<file path="src/rtl/dds_retune_pkg.sv">
// Package: shared constants and types for the frequency retune sequencer.
// Assumes: a write occupies one bus cycle and writes are WR_GAP cycles apart.
package dds_retune_pkg;

    localparam int WR_GAP = 5;
    localparam int SLOT_W = 3;

    localparam int SET_LAST   = 6;
    localparam int EXT_LAST   = 7;
    localparam int CFG_SLOT   = 3;
    localparam int PHASE_SLOT = 4;

    localparam logic [7:0] ADR_SELECT    = 8'h81;
    localparam logic [7:0] ADR_STROBE    = 8'h80;
    localparam logic [7:0] ADR_FREQ_LO   = 8'h2D;
    localparam logic [7:0] ADR_FREQ_HI   = 8'h2F;
    localparam logic [7:0] ADR_MODE_CFG  = 8'h01;
    localparam logic [7:0] ADR_PHASE     = 8'h31;
    localparam logic [7:0] ADR_AMP       = 8'h33;
    localparam logic [7:0] ADR_CTRL2_HI  = 8'h07;
    localparam logic [7:0] ADR_XWORD_LO  = 8'h19;
    localparam logic [7:0] ADR_XWORD_MID = 8'h1B;
    localparam logic [7:0] ADR_XFRAC_LO  = 8'h11;
    localparam logic [7:0] ADR_XFRAC_HI  = 8'h13;

    localparam logic [15:0] CFG_KEEP_ACC  = 16'h0108;
    localparam logic [15:0] CFG_CLEAR_ACC = 16'h2108;
    localparam logic [15:0] CTRL2_EXTRES  = 16'h0089;

    typedef enum logic [1:0] {
        PM_CONT   = 2'd0,
        PM_ABS    = 2'd1,
        PM_TRACK  = 2'd2,
        PM_ABS_B  = 2'd3
    } phase_mode_e;

    typedef struct packed {
        logic        ext;
        phase_mode_e mode;
        logic [62:0] freq;
        logic [15:0] phase;
        logic [11:0] amp;
    } retune_cmd_t;

endpackage

</file>
<file path="src/rtl/dds_phase_calc.sv">
// Module: phase correction arithmetic.
// Computes the phase word to write from the latched command, the resolved
// reference time and the stored compensation word. Purely combinational.
// Assumes: TIME_W >= 32; only bits 31:16 of each product reach the output.
module dds_phase_calc
    import dds_retune_pkg::*;
#(
    parameter int TIME_W       = 64,
    parameter int CLK_PER_TICK = 4
) (
    input  phase_mode_e        mode,
    input  logic [31:0]        freq,
    input  logic [15:0]        phase_in,
    input  logic [TIME_W-1:0]  ref_time,
    input  logic [TIME_W-1:0]  tgt_time,
    input  logic [15:0]        comp,
    output logic [15:0]        phase_out
);
    // Distance from the strobe timestamp back to the strobe estimate used in
    // the correction: config write time plus two write slots.
    localparam int STROBE_BACK = (SET_LAST - CFG_SLOT - 2) * WR_GAP;

    logic [TIME_W-1:0] strobe_est;
    logic [TIME_W-1:0] gap_prod;
    logic [TIME_W-1:0] abs_prod;
    logic [15:0]       gap_corr;
    logic [15:0]       abs_corr;

    assign strobe_est = tgt_time - TIME_W'(STROBE_BACK);
    assign gap_prod   = (ref_time - strobe_est) * TIME_W'(CLK_PER_TICK) * TIME_W'(freq);
    assign abs_prod   = ref_time * TIME_W'(CLK_PER_TICK) * TIME_W'(freq);
    assign gap_corr   = 16'(gap_prod >> 16);
    assign abs_corr   = 16'(abs_prod >> 16);

    // Select the phase formula by mode.
    always_comb begin
        unique case (mode)
            PM_CONT:  phase_out = phase_in + comp;
            PM_TRACK: phase_out = phase_in - gap_corr + abs_corr;
            default:  phase_out = phase_in - gap_corr;
        endcase
    end

endmodule

</file>
<file path="src/rtl/dds_slot_table.sv">
// Module: write slot decoder.
// Maps a slot index of the running series to a bus address and data word,
// for both the normal and the extended-resolution series.
// Assumes: 2**CHAN_W + 1 < 16 so the select bit fits the data word.
module dds_slot_table
    import dds_retune_pkg::*;
#(
    parameter int CHAN_W = 3
) (
    input  retune_cmd_t        cmd,
    input  logic [CHAN_W-1:0]  chan,
    input  logic [SLOT_W-1:0]  slot,
    input  logic [15:0]        phase_word,
    output logic [7:0]         addr,
    output logic [15:0]        data
);
    logic [15:0] sel_word;
    logic [15:0] cfg_word;
    logic [15:0] amp_word;

    assign sel_word = 16'd2 << chan;
    assign cfg_word = (cmd.mode == PM_CONT) ? CFG_KEEP_ACC : CFG_CLEAR_ACC;
    assign amp_word = {4'd0, cmd.amp};

    // Decode one slot of the selected series.
    always_comb begin
        addr = ADR_STROBE;
        data = 16'd0;
        if (cmd.ext) begin
            unique case (slot)
                3'd0: begin addr = ADR_SELECT;    data = sel_word;               end
                3'd1: begin addr = ADR_CTRL2_HI;  data = CTRL2_EXTRES;           end
                3'd2: begin addr = ADR_XWORD_LO;  data = cmd.freq[15:0];         end
                3'd3: begin addr = ADR_XWORD_MID; data = {1'b0, cmd.freq[30:16]}; end
                3'd4: begin addr = ADR_XFRAC_LO;  data = cmd.freq[46:31];        end
                3'd5: begin addr = ADR_XFRAC_HI;  data = cmd.freq[62:47];        end
                3'd6: begin addr = ADR_AMP;       data = amp_word;               end
                default: begin addr = ADR_STROBE; data = 16'd0;                  end
            endcase
        end else begin
            unique case (slot)
                3'd0: begin addr = ADR_SELECT;   data = sel_word;            end
                3'd1: begin addr = ADR_FREQ_LO;  data = cmd.freq[15:0];      end
                3'd2: begin addr = ADR_FREQ_HI;  data = cmd.freq[31:16];     end
                3'd3: begin addr = ADR_MODE_CFG; data = cfg_word;            end
                3'd4: begin addr = ADR_PHASE;    data = phase_word;          end
                3'd5: begin addr = ADR_AMP;      data = amp_word;            end
                default: begin addr = ADR_STROBE; data = 16'd0;              end
            endcase
        end
    end

endmodule

</file>
<file path="src/rtl/dds_write_timer.sv">
// Module: write scheduler.
// Accepts or refuses a request against the timebase. It waits until the
// first write time, then issues one slot every WR_GAP cycles up to the last.
// Assumes: now_time advances by exactly one per clock.
module dds_write_timer
    import dds_retune_pkg::*;
#(
    parameter int TIME_W = 64
) (
    input  logic               clk,
    input  logic               rst_n,
    input  logic [TIME_W-1:0]  now_time,
    input  logic               req,
    input  logic [SLOT_W-1:0]  req_last,
    input  logic [TIME_W-1:0]  req_time,
    output logic               take,
    output logic               refuse,
    output logic               busy,
    output logic               fire,
    output logic [SLOT_W-1:0]  slot
);
    localparam int GAP_W = $clog2(WR_GAP);
    localparam logic [GAP_W-1:0] GAP_RELOAD = GAP_W'(WR_GAP - 1);

    typedef enum logic [1:0] {TM_IDLE, TM_WAIT, TM_ISSUE} tm_state_e;

    tm_state_e          state_q;
    logic [TIME_W-1:0]  start_m1_q;
    logic [SLOT_W-1:0]  slot_q;
    logic [SLOT_W-1:0]  last_q;
    logic [GAP_W-1:0]   gap_q;

    logic [TIME_W-1:0]  lead;
    logic [TIME_W-1:0]  slack;
    logic               too_close;

    // Lead time and slack check for an incoming request.
    assign lead      = TIME_W'(req_last) * TIME_W'(WR_GAP);
    assign slack     = req_time - now_time;
    assign too_close = $signed(slack) < $signed(lead + TIME_W'(2));

    assign busy   = (state_q != TM_IDLE);
    assign take   = req && !busy && !too_close;
    assign refuse = req && (busy || too_close);
    assign fire   = ((state_q == TM_WAIT) && (now_time == start_m1_q)) ||
                    ((state_q == TM_ISSUE) && (gap_q == '0));
    assign slot   = slot_q;

    // Sequence state: idle, waiting for the first slot, issuing slots.
    always_ff @(posedge clk) begin
        if (!rst_n) begin
            state_q    <= TM_IDLE;
            start_m1_q <= '0;
            slot_q     <= '0;
            last_q     <= '0;
            gap_q      <= '0;
        end else begin
            unique case (state_q)
                TM_IDLE: begin
                    if (take) begin
                        start_m1_q <= req_time - lead - TIME_W'(1);
                        last_q     <= req_last;
                        slot_q     <= '0;
                        state_q    <= TM_WAIT;
                    end
                end
                TM_WAIT: begin
                    if (fire) begin
                        slot_q  <= SLOT_W'(1);
                        gap_q   <= GAP_RELOAD;
                        state_q <= TM_ISSUE;
                    end
                end
                TM_ISSUE: begin
                    if (gap_q == '0) begin
                        if (slot_q == last_q) begin
                            state_q <= TM_IDLE;
                        end else begin
                            slot_q <= slot_q + SLOT_W'(1);
                            gap_q  <= GAP_RELOAD;
                        end
                    end else begin
                        gap_q <= gap_q - GAP_W'(1);
                    end
                end
                default: state_q <= TM_IDLE;
            endcase
        end
    end

endmodule

</file>
<file path="src/rtl/dds_retune_seq.sv">
// Module: phase-compensated frequency retune sequencer (top).
// Latches one command, schedules its register writes so the strobe lands at
// the requested timestamp, computes the phase word and keeps the
// continuous-mode compensation word between commands.
// Assumes: now_time advances by one per clock; commands are not queued.
module dds_retune_seq
    import dds_retune_pkg::*;
#(
    parameter int TIME_W       = 64,
    parameter int CHAN_W       = 3,
    parameter int CLK_PER_TICK = 4
) (
    input  logic               clk,
    input  logic               rst_n,
    input  logic [TIME_W-1:0]  now_time,
    input  logic               cmd_valid,
    input  logic               cmd_ext,
    input  logic [CHAN_W-1:0]  cmd_chan,
    input  logic [62:0]        cmd_ftw,
    input  logic [15:0]        cmd_pow,
    input  logic [11:0]        cmd_asf,
    input  logic [1:0]         cmd_mode,
    input  logic               cmd_ref_valid,
    input  logic [TIME_W-1:0]  cmd_ref_time,
    input  logic [TIME_W-1:0]  cmd_time,
    output logic               busy,
    output logic               cmd_err,
    output logic               wr_valid,
    output logic [7:0]         wr_addr,
    output logic [15:0]        wr_data
);
    retune_cmd_t        cmd_q;
    logic [CHAN_W-1:0]  chan_q;
    logic [TIME_W-1:0]  ref_q;
    logic [TIME_W-1:0]  tgt_q;
    logic [15:0]        comp_q;

    logic               take;
    logic               refuse;
    logic               fire;
    logic [SLOT_W-1:0]  slot;
    logic [SLOT_W-1:0]  req_last;
    logic [15:0]        phase_word;
    logic [7:0]         slot_addr;
    logic [15:0]        slot_data;

    logic               err_q;
    logic               wr_valid_q;
    logic [7:0]         wr_addr_q;
    logic [15:0]        wr_data_q;

    assign req_last = cmd_ext ? SLOT_W'(EXT_LAST) : SLOT_W'(SET_LAST);

    dds_write_timer #(
        .TIME_W   (TIME_W)
    ) timer_i (
        .clk      (clk),
        .rst_n    (rst_n),
        .now_time (now_time),
        .req      (cmd_valid),
        .req_last (req_last),
        .req_time (cmd_time),
        .take     (take),
        .refuse   (refuse),
        .busy     (busy),
        .fire     (fire),
        .slot     (slot)
    );

    dds_phase_calc #(
        .TIME_W       (TIME_W),
        .CLK_PER_TICK (CLK_PER_TICK)
    ) calc_i (
        .mode      (cmd_q.mode),
        .freq      (cmd_q.freq[31:0]),
        .phase_in  (cmd_q.phase),
        .ref_time  (ref_q),
        .tgt_time  (tgt_q),
        .comp      (comp_q),
        .phase_out (phase_word)
    );

    dds_slot_table #(
        .CHAN_W (CHAN_W)
    ) table_i (
        .cmd        (cmd_q),
        .chan       (chan_q),
        .slot       (slot),
        .phase_word (phase_word),
        .addr       (slot_addr),
        .data       (slot_data)
    );

    // Latch the accepted command and resolve a missing reference time.
    always_ff @(posedge clk) begin
        if (!rst_n) begin
            cmd_q  <= '0;
            chan_q <= '0;
            ref_q  <= '0;
            tgt_q  <= '0;
        end else if (take) begin
            cmd_q.ext   <= cmd_ext;
            cmd_q.mode  <= phase_mode_e'(cmd_mode);
            cmd_q.freq  <= cmd_ftw;
            cmd_q.phase <= cmd_pow;
            cmd_q.amp   <= cmd_asf;
            chan_q      <= cmd_chan;
            ref_q       <= cmd_ref_valid ? cmd_ref_time : cmd_time;
            tgt_q       <= cmd_time;
        end
    end

    // Carry the written phase word forward as the compensation word.
    always_ff @(posedge clk) begin
        if (!rst_n) begin
            comp_q <= '0;
        end else if (fire && !cmd_q.ext && (slot == SLOT_W'(PHASE_SLOT))) begin
            comp_q <= phase_word;
        end
    end

    // Register the bus write; address and data return to zero between writes.
    always_ff @(posedge clk) begin
        if (!rst_n) begin
            wr_valid_q <= 1'b0;
            wr_addr_q  <= '0;
            wr_data_q  <= '0;
        end else if (fire) begin
            wr_valid_q <= 1'b1;
            wr_addr_q  <= slot_addr;
            wr_data_q  <= slot_data;
        end else begin
            wr_valid_q <= 1'b0;
            wr_addr_q  <= '0;
            wr_data_q  <= '0;
        end
    end

    // One-cycle error pulse for a dropped command.
    always_ff @(posedge clk) begin
        if (!rst_n) begin
            err_q <= 1'b0;
        end else begin
            err_q <= refuse;
        end
    end

    assign cmd_err  = err_q;
    assign wr_valid = wr_valid_q;
    assign wr_addr  = wr_addr_q;
    assign wr_data  = wr_data_q;

endmodule

</file>
<file path="config.mk">
export PLATFORM = sky130hd
export DESIGN_NAME = dds_retune_seq
export DESIGN_NICKNAME = d
export VERILOG_FILES = /design/src/rtl/dds_retune_pkg.sv /design/src/rtl/dds_phase_calc.sv /design/src/rtl/dds_slot_table.sv /design/src/rtl/dds_write_timer.sv /design/src/rtl/dds_retune_seq.sv
export SDC_FILE = /design/constraint.sdc
export NUM_CORES = 2
export LEC_CHECK = 0
export BUFFER_PORTS_ARGS = -buffer_cell sky130_fd_sc_hd__buf_2
export CORE_MARGIN = 2
export CORE_UTILIZATION = 45
export DETAILED_ROUTE_END_ITERATION = 6
export PLACE_DENSITY = 0.65
export SLEW_MARGIN = 10
export SYNTH_ARGS = -nofsm -noshare
export SYNTH_HDL_FRONTEND = slang
export SYNTH_SLANG_ARGS = --single-unit
</file>
<file path="constraint.sdc">
create_clock -name clk -period 17.51 [get_ports clk]
set_input_delay 0.8755 -clock clk [delete_from_list [all_inputs] [get_ports clk]]
set_output_delay 0.8755 -clock clk [all_outputs]
set_load 0.005 [all_outputs]
</file>
==> flow_metrics.py <==
metrics = {
    "clock_tree": {
        "post-cts-setup-buffer-count": 0,
        "clock_sinks": 272,
        "clock_path_buffers": 3,
        "clk_latency_ns": 0.62,
        "cts_htree_levels": 1,
        "post_cts_resized": 0,
        "cts_hold_buffers": 0,
        "numCtsBuffers": 31,
        "cts_tree": "built",
        "cts_root_buf": "clkbuf_16",
        "cts.clk_slew.worst_paths_ns": 0.06,
    },
    "pwr": {
        "power_per_cell_area_nw_per_um2": 190.3,
        "p_leak_uw": 0.02652,
        "ir_worst_vdd_v": 0.0003719,
    },
    "synthesis": {
        "yosys.cell_count.top_type": "inv_1",
        "synth_cells": 5681,
        "synth_area_sq_um": 48700,
        "synth_xor_area_share_pct": 6.212,
        "synth_seq_area_share_pct": 11.18,
        "synth_compound_area_share_pct": 9.711,
        "synth_adder_area_share_pct": 39.58,
        "synth_commonest_cells": "955 x inv_1, 720 x nand2_1, 709 x fa_1, 406 x ha_1, 328 x and2_1",
        "yosys_warnings": 0,
        "synth_top_family_by_area": "adder cells",
        "muxShareOfSynthArea_pct": 5.393,
        "syn_nets": 7089,
        "synthTopCellsByArea": "fa_1 29%, dfxtp_1 11%, ha_1 10%",
        "synth_top_area_share_pct": 29.14,
        "yosysUniqueCellTypes": 88,
        "synth_ff_type": "dfxtp_1",
        "synth_edf_count": 0,
        "avgSynthCellArea_sq_um": 8.573,
        "ys_seq_elements": 272,
        "synth-simple-area-share_pct": 17.83,
        "yosysTopAreaCell": "fa_1",
        "async_flop_share_pct": 0,
    },
    "hold_path": {
        "holdCritPathClass": "register to register",
    },
    "detailed_routing": {
        "drc_errors": 0,
        "wl_um": 157700,
        "drtAntennaViolNets": 0,
        "wl_per_cell_um": 21.84,
        "first_pass_iters": 7,
        "drtIter0Drc": 3246,
        "viasPerCell": 5.580,
        "vias": 40288,
    },
    "setup_path": {
        "cp_top_family": "adder cells",
        "end_kind": "register",
        "cp_slowest_stage_delay_ns": 0.89,
        "path_common_cell": "fa_1",
        "worstPathRequired_ns": 18.01,
        "r2r_setup_slack_ns": 3.48,
        "critical_path_arrival_ns": 14.53,
        "critical_path.max_fanout": 29,
        "critPathBufInv": 8,
        "crit_slowest_cell": "or4_1",
        "crit_type": "register to register",
        "start_kind": "register",
    },
    "floorplanning": {
        "row_count": 120,
        "pin_count": 320,
        "die_area_sq_um": 110900,
        "core_area_sq_um": 107200,
        "dieWidth_um": 333.0,
        "die_y_um": 333.0,
        "start_util_pct": 45.43,
    },
    "finish": {
        "fill_cells": 10404,
        "layout.nets": 7191,
        "drive_gt1_share_pct": 8.869,
        "area_delta_synth_final_pct": 7.805,
    },
    "status": {
        "outcome": "completed",
    },
    "flow_run": {
        "max_cap_violations": 0,
    },
    "global_routing": {
        "grt_pass1_wl_um": 246400,
        "antenna_found_initial": 26,
        "grt.total_usage_pct": 28.69,
        "grt_max_degree": 101,
        "overflow": 0,
        "grt_pass1_vias": 41490,
    },
    "sta": {
        "hold_violations": 0,
        "fmax_mhz": 71.29,
        "min_period_over_period_pct": 80.11,
        "setup_violations": 0,
        "setup_tns_ns": 0,
        "whs_ns": 0.4645,
        "slew_viol_final": 0,
        "finalCriticalPeriod_ns": 14.03,
        "timing.max_slew.rel_slack_pct": 2.280,
        "rsz0062_at_grt": "no",
        "tightest_slew_ns": 1.457,
        "finalClockSkew_ns": 0.03937,
    },
    "placed_design": {
        "routabilityCongestion": 0.9575,
        "place_hpwl_um": 121400,
        "numPortBuffers": 284,
    },
}
==> per-stage QoR <==
step / worst slack, ns / total power [uW] / util [%] / cell area, sq um / std cells
6_report: 3.483 / 9992 / 48.97 / 52500 / 7220
5_1_grt: 2.586 / 11070 / 48.96 / 52490 / 7215
4_1_cts: 3.587 / 9949 / 48.95 / 52480 / 7210
3_5_place_dp: 3.736 / 9108 / 47.92 / 51370 / 7153
3_3_place_gp: 3.853 / 9011 / 47.92 / 51370 / 7153
2_1_floorplan: 5.166 / 7173 / - / 48700 / 5681
==> worst paths after layout <==
kind / depth (start not counted) / to / startpoint
min: 2 / timer_i.start_m1_q[38]$_SDFFE_PN0P_ / timer_i.start_m1_q[38]$_SDFFE_PN0P_
max reg2reg: 47 / comp_q[15]$_SDFFE_PN0P_ / ref_q[2]$_SDFFE_PN0P_
min reg2reg: 2 / timer_i.start_m1_q[38]$_SDFFE_PN0P_ / timer_i.start_m1_q[38]$_SDFFE_PN0P_
max: 47 / comp_q[15]$_SDFFE_PN0P_ / ref_q[2]$_SDFFE_PN0P_
==> cell type report <==
type / instances / area (sq um) / share of cell area [%]
Timing Repair Buffer: 380 / 2148 / 4.092
Antenna cell: 10 / 25.02 / 0.04766
Multi-Input combinational cell: 4142 / 38420 / 73.18
Inverter: 956 / 3588 / 6.835
Tap cell: 1403 / 1755 / 3.344
Sequential cell: 272 / 5456 / 10.39
Clock buffer: 38 / 862.1 / 1.642
Clock inverter: 19 / 245.2 / 0.4671
==> state kept, by name, indices dropped and copies added, names as in the netlist, 3 cells and up <==
signal and flops:
ref_q 30, chan_q 3, timer_i.gap_q 3, timer_i.start_m1_q 64, cmd_q 94, wr_data 16
tgt_q 30, wr_addr 7, comp_q 16, timer_i.slot 3
==> metal layers <==
| metal | global-route usage, % | part of all wire (%) | up-vias |
|---|---|---|---|
| met4 | 11.13 | 4.5 | 10 |
| li1 | - | - | 18200 |
| met1 | 38.75 | 42 | 19930 |
| met2 | 45.61 | 45 | 1789 |
| met3 | 5.189 | 8.7 | 359 |
| met5 | 0 | 0.042 | - |
==> where the power goes <==
group | switching, uW | total, uW | internal (uW)
Combinational | 4820 | 8530 | 3710
Clock | 295 | 718 | 423
Sequential | 69.5 | 743 | 674
==> kinds of logic (layout without fill, tap and decap cells) <==
family	after synthesis	count (layout)
muxes	258	258
AOI/OAI and AO/OA	704	704
buffers and inverters	1267	1393
xor gates and xnor gates	332	332
and+or+nand+nor	1732	1732
DFF	272	272
adders and majority gates	1115	1115
other	1	11
==> cells in the final DEF (no fill, tap or decap), types with 25 or more instances in the layout <==
master	instances
nand3_1	40
clkbuf_16	31
o21ai_0	94
mux2_2	35
inv_1	955
nor2b_1	250
nor4_1	35
xnor2_1	190
dfxtp_1	263
buf_4	96
nand2_1	720
nor3_1	56
and3_1	25
nor2_1	142
a31oi_1	33
buf_2	283
nand2b_1	37
mux2i_1	223
xor2_1	127
and2_1	328
fa_1	709
a21o_1	95
nand4_1	30
o21bai_1	33
o21a_1	28
ha_1	406
a21oi_1	184
==> tightest hold or removal path, cell delays in order (launching register included) <==
cell and delay, ns:
dfxtp_1 0.32, nand2_1 0.05, a21boi_1 0.05
Note: power is estimated with default switching activity, not from simulation.
